**config.mk**
```make
export PLATFORM = sky130hd
export DESIGN_NAME = prio_vec_intc
export DESIGN_NICKNAME = d
export VERILOG_FILES = /design/src/rtl/intc_pkg.sv /design/src/rtl/intc_regs.sv /design/src/rtl/intc_arb.sv /design/src/rtl/intc_vecsel.sv /design/src/rtl/prio_vec_intc.sv
export SDC_FILE = /design/constraint.sdc
export NUM_CORES = 1
export LEC_CHECK = 0
export BUFFER_PORTS_ARGS = -buffer_cell sky130_fd_sc_hd__clkbuf_2
export CAP_MARGIN = 20
export CORE_UTILIZATION = 40
export CTS_CLUSTER_SIZE = 20
export DETAILED_ROUTE_END_ITERATION = 16
export SYNTH_ARGS = -nofsm -noshare
export SYNTH_HDL_FRONTEND = slang
export SYNTH_SLANG_ARGS = --single-unit
```
**constraint.sdc**
```tcl
create_clock -name clk -period 20.2 [get_ports clk]
set_input_delay 1.01 -clock clk [delete_from_list [all_inputs] [get_ports clk]]
set_output_delay 1.01 -clock clk [all_outputs]
set_load 0.005 [all_outputs]
```
**src/rtl/intc_pkg.sv**
```systemverilog
package intc_pkg;

    localparam int NUM_SRC  = 13;
    localparam int ADDR_W   = 8;
    localparam int DATA_W   = 16;
    localparam int CTL_W    = 8;
    localparam int LVL_W    = 3;
    localparam int PRI_W    = 2;
    localparam int KEY_W    = LVL_W + PRI_W;
    localparam int VEC_W    = 8;
    localparam int IDX_W    = $clog2(NUM_SRC + 1);

    localparam int CTL_BASE = 'h14;
    localparam int MASK_ADR = 'h36;
    localparam int PEND_ADR = 'h3A;
    localparam int SWV_ADR  = 'h44;
    localparam int VA_ADR   = 'h48;
    localparam int VB_ADR   = 'h4C;

    localparam int SWV_SRC  = 8;
    localparam int VA_SRC   = 12;
    localparam int VB_SRC   = 13;

    localparam int AUTO_BASE   = 24;
    localparam int DEFAULT_VEC = 'h0F;
    localparam int KEY_MIN     = 4;

    typedef enum logic {
        ST_QUIET  = 1'b0,
        ST_ACTIVE = 1'b1
    } out_state_t;

    function automatic logic [CTL_W-1:0] ctl_reset(input int idx);
        if (idx >= 1 && idx <= 7)
            return CTL_W'(idx * 4);
        else if (idx == 8)
            return CTL_W'('h1C);
        else if (idx >= 9 && idx <= 11)
            return CTL_W'('h80);
        else
            return '0;
    endfunction

endpackage

```
**src/rtl/intc_regs.sv**
```systemverilog
module intc_regs
    import intc_pkg::*;
#(
    parameter int NSRC = NUM_SRC,
    parameter int AW   = ADDR_W,
    parameter int DW   = DATA_W
) (
    input  logic                      clk,
    input  logic                      rst_n,
    input  logic [NSRC-1:0]           src_in,
    input  logic                      wr_en,
    input  logic [AW-1:0]             addr,
    input  logic [DW-1:0]             wr_data,
    output logic [DW-1:0]             rd_data,
    output logic [NSRC:1]             pend,
    output logic [NSRC:1]             mask,
    output logic [NSRC:1][CTL_W-1:0]  ctl,
    output logic [VEC_W-1:0]          swvec,
    output logic [VEC_W-1:0]          vec_a,
    output logic [VEC_W-1:0]          vec_b
);

    localparam logic [AW-1:0] A_MASK = AW'(MASK_ADR);
    localparam logic [AW-1:0] A_SWV  = AW'(SWV_ADR);
    localparam logic [AW-1:0] A_VA   = AW'(VA_ADR);
    localparam logic [AW-1:0] A_VB   = AW'(VB_ADR);
    localparam logic [AW-1:0] A_PEND = AW'(PEND_ADR);

    always_ff @(posedge clk) begin
        if (!rst_n) begin
            pend  <= '0;
            mask  <= '1;
            swvec <= VEC_W'(DEFAULT_VEC);
            vec_a <= '0;
            vec_b <= '0;
            for (int i = 1; i <= NSRC; i++)
                ctl[i] <= ctl_reset(i);
        end else begin
            pend <= src_in;
            if (wr_en) begin
                if (addr == A_MASK) mask  <= wr_data[NSRC:1];
                if (addr == A_SWV)  swvec <= wr_data[VEC_W-1:0];
                if (addr == A_VA)   vec_a <= wr_data[VEC_W-1:0];
                if (addr == A_VB)   vec_b <= wr_data[VEC_W-1:0];
                for (int i = 1; i <= NSRC; i++)
                    if (addr == AW'(CTL_BASE + i - 1))
                        ctl[i] <= wr_data[CTL_W-1:0];
            end
        end
    end

    always_comb begin
        rd_data = '0;
        if (addr == A_MASK) rd_data = DW'({mask, 1'b0});
        if (addr == A_PEND) rd_data = DW'({pend, 1'b0});
        if (addr == A_SWV)  rd_data = DW'(swvec);
        if (addr == A_VA)   rd_data = DW'(vec_a);
        if (addr == A_VB)   rd_data = DW'(vec_b);
        for (int i = 1; i <= NSRC; i++)
            if (addr == AW'(CTL_BASE + i - 1))
                rd_data = DW'(ctl[i]);
    end

    // a write aimed at the pending address leaves pending following the inputs
    p_pend_ro_r9: assert property (@(posedge clk) disable iff (!rst_n)
        (wr_en && addr == A_PEND) |=> (pend == $past(src_in)));

endmodule

```
**src/rtl/intc_arb.sv**
```systemverilog
module intc_arb
    import intc_pkg::*;
#(
    parameter int NSRC = NUM_SRC
) (
    input  logic [NSRC:1]             pend,
    input  logic [NSRC:1]             mask,
    input  logic [NSRC:1][CTL_W-1:0]  ctl,
    output logic                      win_valid,
    output logic [IDX_W-1:0]          win_idx,
    output logic [CTL_W-1:0]          win_ctl
);

    logic [KEY_W-1:0] best_key;

    // Walk upward with a strict compare so equal keys keep the lower source.
    always_comb begin
        best_key = '0;
        win_idx  = '0;
        win_ctl  = '0;
        for (int i = 1; i <= NSRC; i++) begin
            if (pend[i] && !mask[i] && (ctl[i][KEY_W-1:0] > best_key)) begin
                best_key = ctl[i][KEY_W-1:0];
                win_idx  = IDX_W'(i);
                win_ctl  = ctl[i];
            end
        end
        win_valid = (best_key >= KEY_W'(KEY_MIN));
    end

endmodule

```
**src/rtl/intc_vecsel.sv**
```systemverilog
module intc_vecsel
    import intc_pkg::*;
#(
    parameter int SWV_IDX = SWV_SRC,
    parameter int VA_IDX  = VA_SRC,
    parameter int VB_IDX  = VB_SRC
) (
    input  logic                  win_valid,
    input  logic [IDX_W-1:0]      win_idx,
    input  logic [CTL_W-1:0]      win_ctl,
    input  logic [VEC_W-1:0]      swvec,
    input  logic [VEC_W-1:0]      vec_a,
    input  logic [VEC_W-1:0]      vec_b,
    output logic [LVL_W-1:0]      nxt_level,
    output logic [VEC_W-1:0]      nxt_vector
);

    localparam int AUTO_BIT = CTL_W - 1;

    always_comb begin
        nxt_level  = '0;
        nxt_vector = '0;
        if (win_valid) begin
            nxt_level = win_ctl[KEY_W-1:PRI_W];
            if (win_ctl[AUTO_BIT])
                nxt_vector = VEC_W'(AUTO_BASE) + VEC_W'(nxt_level);
            else if (win_idx == IDX_W'(SWV_IDX))
                nxt_vector = swvec;
            else if (win_idx == IDX_W'(VA_IDX))
                nxt_vector = vec_a;
            else if (win_idx == IDX_W'(VB_IDX))
                nxt_vector = vec_b;
            else
                nxt_vector = VEC_W'(DEFAULT_VEC);
        end
    end

endmodule

```
**src/rtl/prio_vec_intc.sv**
```systemverilog
module prio_vec_intc
    import intc_pkg::*;
#(
    parameter int NSRC = NUM_SRC,
    parameter int AW   = ADDR_W,
    parameter int DW   = DATA_W
) (
    input  logic              clk,
    input  logic              rst_n,
    input  logic [NSRC-1:0]   src_in,
    input  logic              wr_en,
    input  logic [AW-1:0]     addr,
    input  logic [DW-1:0]     wr_data,
    output logic [DW-1:0]     rd_data,
    output logic              irq_req,
    output logic [LVL_W-1:0]  irq_level,
    output logic [VEC_W-1:0]  irq_vector
);

    logic [NSRC:1]             pend;
    logic [NSRC:1]             mask;
    logic [NSRC:1][CTL_W-1:0]  ctl;
    logic [VEC_W-1:0]          swvec, vec_a, vec_b;
    logic                      win_valid;
    logic [IDX_W-1:0]          win_idx;
    logic [CTL_W-1:0]          win_ctl;
    logic [LVL_W-1:0]          nxt_level;
    logic [VEC_W-1:0]          nxt_vector;
    out_state_t                st, nxt_st;

    intc_regs #(.NSRC(NSRC), .AW(AW), .DW(DW)) u_regs (
        .clk     (clk),
        .rst_n   (rst_n),
        .src_in  (src_in),
        .wr_en   (wr_en),
        .addr    (addr),
        .wr_data (wr_data),
        .rd_data (rd_data),
        .pend    (pend),
        .mask    (mask),
        .ctl     (ctl),
        .swvec   (swvec),
        .vec_a   (vec_a),
        .vec_b   (vec_b)
    );

    intc_arb #(.NSRC(NSRC)) u_arb (
        .pend      (pend),
        .mask      (mask),
        .ctl       (ctl),
        .win_valid (win_valid),
        .win_idx   (win_idx),
        .win_ctl   (win_ctl)
    );

    intc_vecsel u_vecsel (
        .win_valid  (win_valid),
        .win_idx    (win_idx),
        .win_ctl    (win_ctl),
        .swvec      (swvec),
        .vec_a      (vec_a),
        .vec_b      (vec_b),
        .nxt_level  (nxt_level),
        .nxt_vector (nxt_vector)
    );

    always_comb begin
        nxt_st = st;
        unique case (st)
            ST_QUIET:  nxt_st = win_valid ? ST_ACTIVE : ST_QUIET;
            ST_ACTIVE: nxt_st = win_valid ? ST_ACTIVE : ST_QUIET;
            default:   nxt_st = ST_QUIET;
        endcase
    end

    always_ff @(posedge clk) begin
        if (!rst_n) st <= ST_QUIET;
        else        st <= nxt_st;
    end

    always_ff @(posedge clk) begin
        if (!rst_n) begin
            irq_level  <= '0;
            irq_vector <= '0;
        end else begin
            irq_level  <= nxt_level;
            irq_vector <= nxt_vector;
        end
    end

    assign irq_req = (st == ST_ACTIVE);

    logic [NSRC:0] act_ext;
    assign act_ext = {pend & ~mask, 1'b0};

    // a quiet state carries zero level and vector
    p_quiet_zero_r4: assert property (@(posedge clk) disable iff (!rst_n)
        !irq_req |-> (irq_level == '0 && irq_vector == '0));

    // a raised request always carries a nonzero level
    p_req_level_r5: assert property (@(posedge clk) disable iff (!rst_n)
        irq_req |-> (irq_level != '0));

    // a request needs an unmasked pending source one cycle earlier
    p_req_needs_src_r2: assert property (@(posedge clk) disable iff (!rst_n)
        irq_req |-> $past(|(pend & ~mask)));

    // the chosen source is pending and unmasked
    p_winner_active_r3: assert property (@(posedge clk) disable iff (!rst_n)
        win_valid |-> act_ext[win_idx]);

    // autovector winner gives 24 plus the level
    p_autovec_r6: assert property (@(posedge clk) disable iff (!rst_n)
        (irq_req && $past(win_ctl[CTL_W-1])) |->
        (irq_vector == VEC_W'(AUTO_BASE) + VEC_W'(irq_level)));

endmodule

```
==> flow_metrics.tcl <==
set metrics [dict create \
    synth_cells 1378 \
    skew_ns 0.00907 \
    finalHoldViolations 0 \
    synth_compound_area_frac 0.216 \
    setup.worst_path.start_class "register" \
    drv_cap 0 \
    drt_iter0_markers 696 \
    status "completed" \
    remaining_drc_errors 0 \
    ctsHtreeMaxLevel 4 \
    multi_input_area_um2 7040 \
    synth_area_leaders "dfxtp_1 31%, nand2_1 9.7%, a21oi_1 6.1%, ha_1 5.2%, nand3_1 5.2%" \
    grt_overflow_total 0 \
    die_area_um2 27100 \
    ys_ff_latch 166 \
    vias 10400 \
    cp_num_buf_inv 10 \
    layout_commonest_cell "nand2_1" \
    hold_path_depth 2 \
    synth.distinct_cells 110 \
    dp_hpwl_um 23600 \
    grt_pass1_wl_um 52200 \
    setup_viol 0 \
    area_delta_synth_final_pct 16.9 \
    synthMuxAreaShare 0.0829 \
    final_nets 1519 \
    synth_top_family_by_area "simple AND/OR/NAND/NOR gates" \
    slew_violations 0 \
    holdBufCountCts 0 \
    path_clk_slew_ns 0.06 \
    finalCritPeriodShare 0.951 \
    diodes 0 \
    clockBufferDepth 2 \
    r2r_slack_ns 1.0 \
    dp_slack_ns -0.453 \
    route.antenna.remaining_nets 0 \
    pin_count 68 \
    yosys.area.top_type "dfxtp_1" \
    drt_wl_total_um 34000 \
    avgRoutedWirePerCell_um 19.1 \
    setup_ws_ns 0.997 \
    synth_xor_area_frac 0.00567 \
    grt_max_degree 110 \
    die_h_um 165 \
    leakage_nw 4.82 \
    synth_edf_count 0 \
    start_util 0.407 \
    tightest_slew_ns 0.935 \
    dr.pass1.iters 5 \
    crit_family "compound AO/OA/AOI/OAI gates" \
    synth_top_area_frac 0.314 \
    required_ns 20.55 \
    crit_arrival_ns 19.55 \
    gp_congestion 0.860 \
    slew_headroom 0.376 \
    antenna_found_initial 0 \
    ys_warn_count 0 \
    root_buffer "clkbuf_16" \
    synthAdderAreaFrac 0.0529 \
    num_rows 59 \
    cts-buffers-inserted 17 \
    core-area_um2 26000 \
    port_buffers 63 \
    first_global_vias 9304 \
    max-vdd-ir-drop_uv 59.9 \
    min_period_ns 19.20 \
    viasPerCell 5.82 \
    crit_type "reg -> reg" \
    crit_fanout 9 \
    syn_area_um2 10600 \
    fmax_mhz 52.1 \
    dpl_cell_area_um2 11200 \
    synthArstFlopShare 0 \
    final-seq-area_um2 3320 \
    cpMaxStageDelayCell "or3b_2" \
    syn_avg_cell_area_um2 7.68 \
    power.density_nw_per_um2 56.2 \
    final_cell_mix "269 x nand2_1, 165 x dfxtp_1, 115 x a21oi_1" \
    cp_slowest_stage_delay_ns 0.46 \
    grt.total_usage 0.250 \
    clk_latency_ns 0.43 \
    hp-class "reg -> reg" \
    tns_ns 0 \
    critical_path_depth 102 \
    seq_area_frac_synth 0.314 \
    fin_area_um2 12400 \
    synth_ff_type "dfxtp_1" \
    fillers 2615 \
    cts_tree "built" \
    synthSimpleGateAreaFrac 0.271 \
    rr_worst_depth 102 \
    cts_sinks 166 \
    dieWidth_um 165 \
    worst_setup_path_end_kind "register" \
    drive_above_1_share 0.204 \
]
## synthesized netlist by cell type, types with 4 or more instances
library cell / count
nand2_1: 273
dfxtp_1: 166
a21oi_1: 128
nand3_1: 109
nor2_1: 97
clkbuf_1: 70
inv_1: 51
mux2i_1: 49
ha_1: 44
and2_1: 35
o21ai_0: 31
mux2_2: 22
a22oi_1: 18
nor3_1: 16
a31oi_1: 14
o22ai_1: 14
a211oi_1: 12
a21o_1: 11
and3_1: 10
nand2b_1: 9
nor2b_1: 9
o21a_1: 9
a22o_1: 8
nand4_1: 7
a222oi_1: 6
o221ai_1: 6
a221oi_1: 5
buf_4: 5
o2111ai_1: 5
xnor2_1: 5
buf_6: 4
or2_2: 4
or2b_1: 4
or2b_2: 4
## worst min-delay path, cell delays in order (launching register included)
cell     delay (ns)
dfxtp_1        0.31
nand2_1        0.05
a21oi_1        0.05
## where the power goes
group	switching (W)	total [W]	leakage [nW]	internal, W
Combinational	0.0000267	0.0000373	3.20	0.0000106
Sequential	0.00000141	0.000331	1.34	0.000329
Clock	0.000131	0.000327	0.279	0.000196
## layer usage
metal,part of all wire,vias to the layer above,global-route usage,wire (µm)
met5,0,-,0,0
met4,0.028,0,0.0880,946
met3,0.057,69,0.0316,1920
met2,0.47,330,0.397,16000
met1,0.45,4950,0.346,15100
li1,-,5009,-,-
## timing repair
action,4_1_cts,5_1_grt
pin swaps,2,22
setup endpoints to repair,9,12
gates cloned,0,0
gates resized for setup,12,73
setup buffers,2,17
## logic make-up after synthesis
family / Yosys count
buffers and inverters: 139
AOI/OAI and AO/OA: 328
adders and majority gates: 45
DFF: 166
other: 1
and+or+nand+nor: 615
muxes: 78
xor gates and xnor gates: 6
## per-stage QoR
| step | cells | power, W | util | hold WS, ns |
|---|---|---|---|---|
| after global routing | 1781 | 0.000714 | 0.476 | 0.466 |
| after global placement | 1730 | 0.000373 | 0.432 | 0.437 |
| final | 1781 | 0.000695 | 0.476 | 0.451 |
| after CTS | 1762 | 0.000696 | 0.457 | 0.452 |
| after detailed placement | 1730 | 0.000373 | 0.432 | 0.444 |
| after floorplan | 1379 | 0.000359 | - | 0.428 |
## cell type report
cell class / count / area share
Sequential cell: 166 / 0.269
Tap cell: 335 / 0.0339
Clock buffer: 21 / 0.0364
Multi-Input combinational cell: 1074 / 0.569
Timing Repair Buffer: 122 / 0.0646
Clock inverter: 9 / 0.0104
Inverter: 54 / 0.0165
## flip-flops by register name, indices dropped and copies added, names as in the netlist
register	cells
irq_level	3
irq_req	1
irq_vector	8
u_regs.ctl	104
u_regs.mask	13
u_regs.pend	13
u_regs.swvec	8
u_regs.vec_a	8
u_regs.vec_b	8
## path summary, 6_finish.rpt
check,from,to
worst max-delay path,u_regs.pend[1],irq_vector[6]
worst min-delay path,u_regs.ctl[62],u_regs.ctl[62]
worst max register to register,u_regs.pend[1],irq_vector[6]
worst min register to register,u_regs.ctl[62],u_regs.ctl[62]
Power figures use the tool's default switching activity.
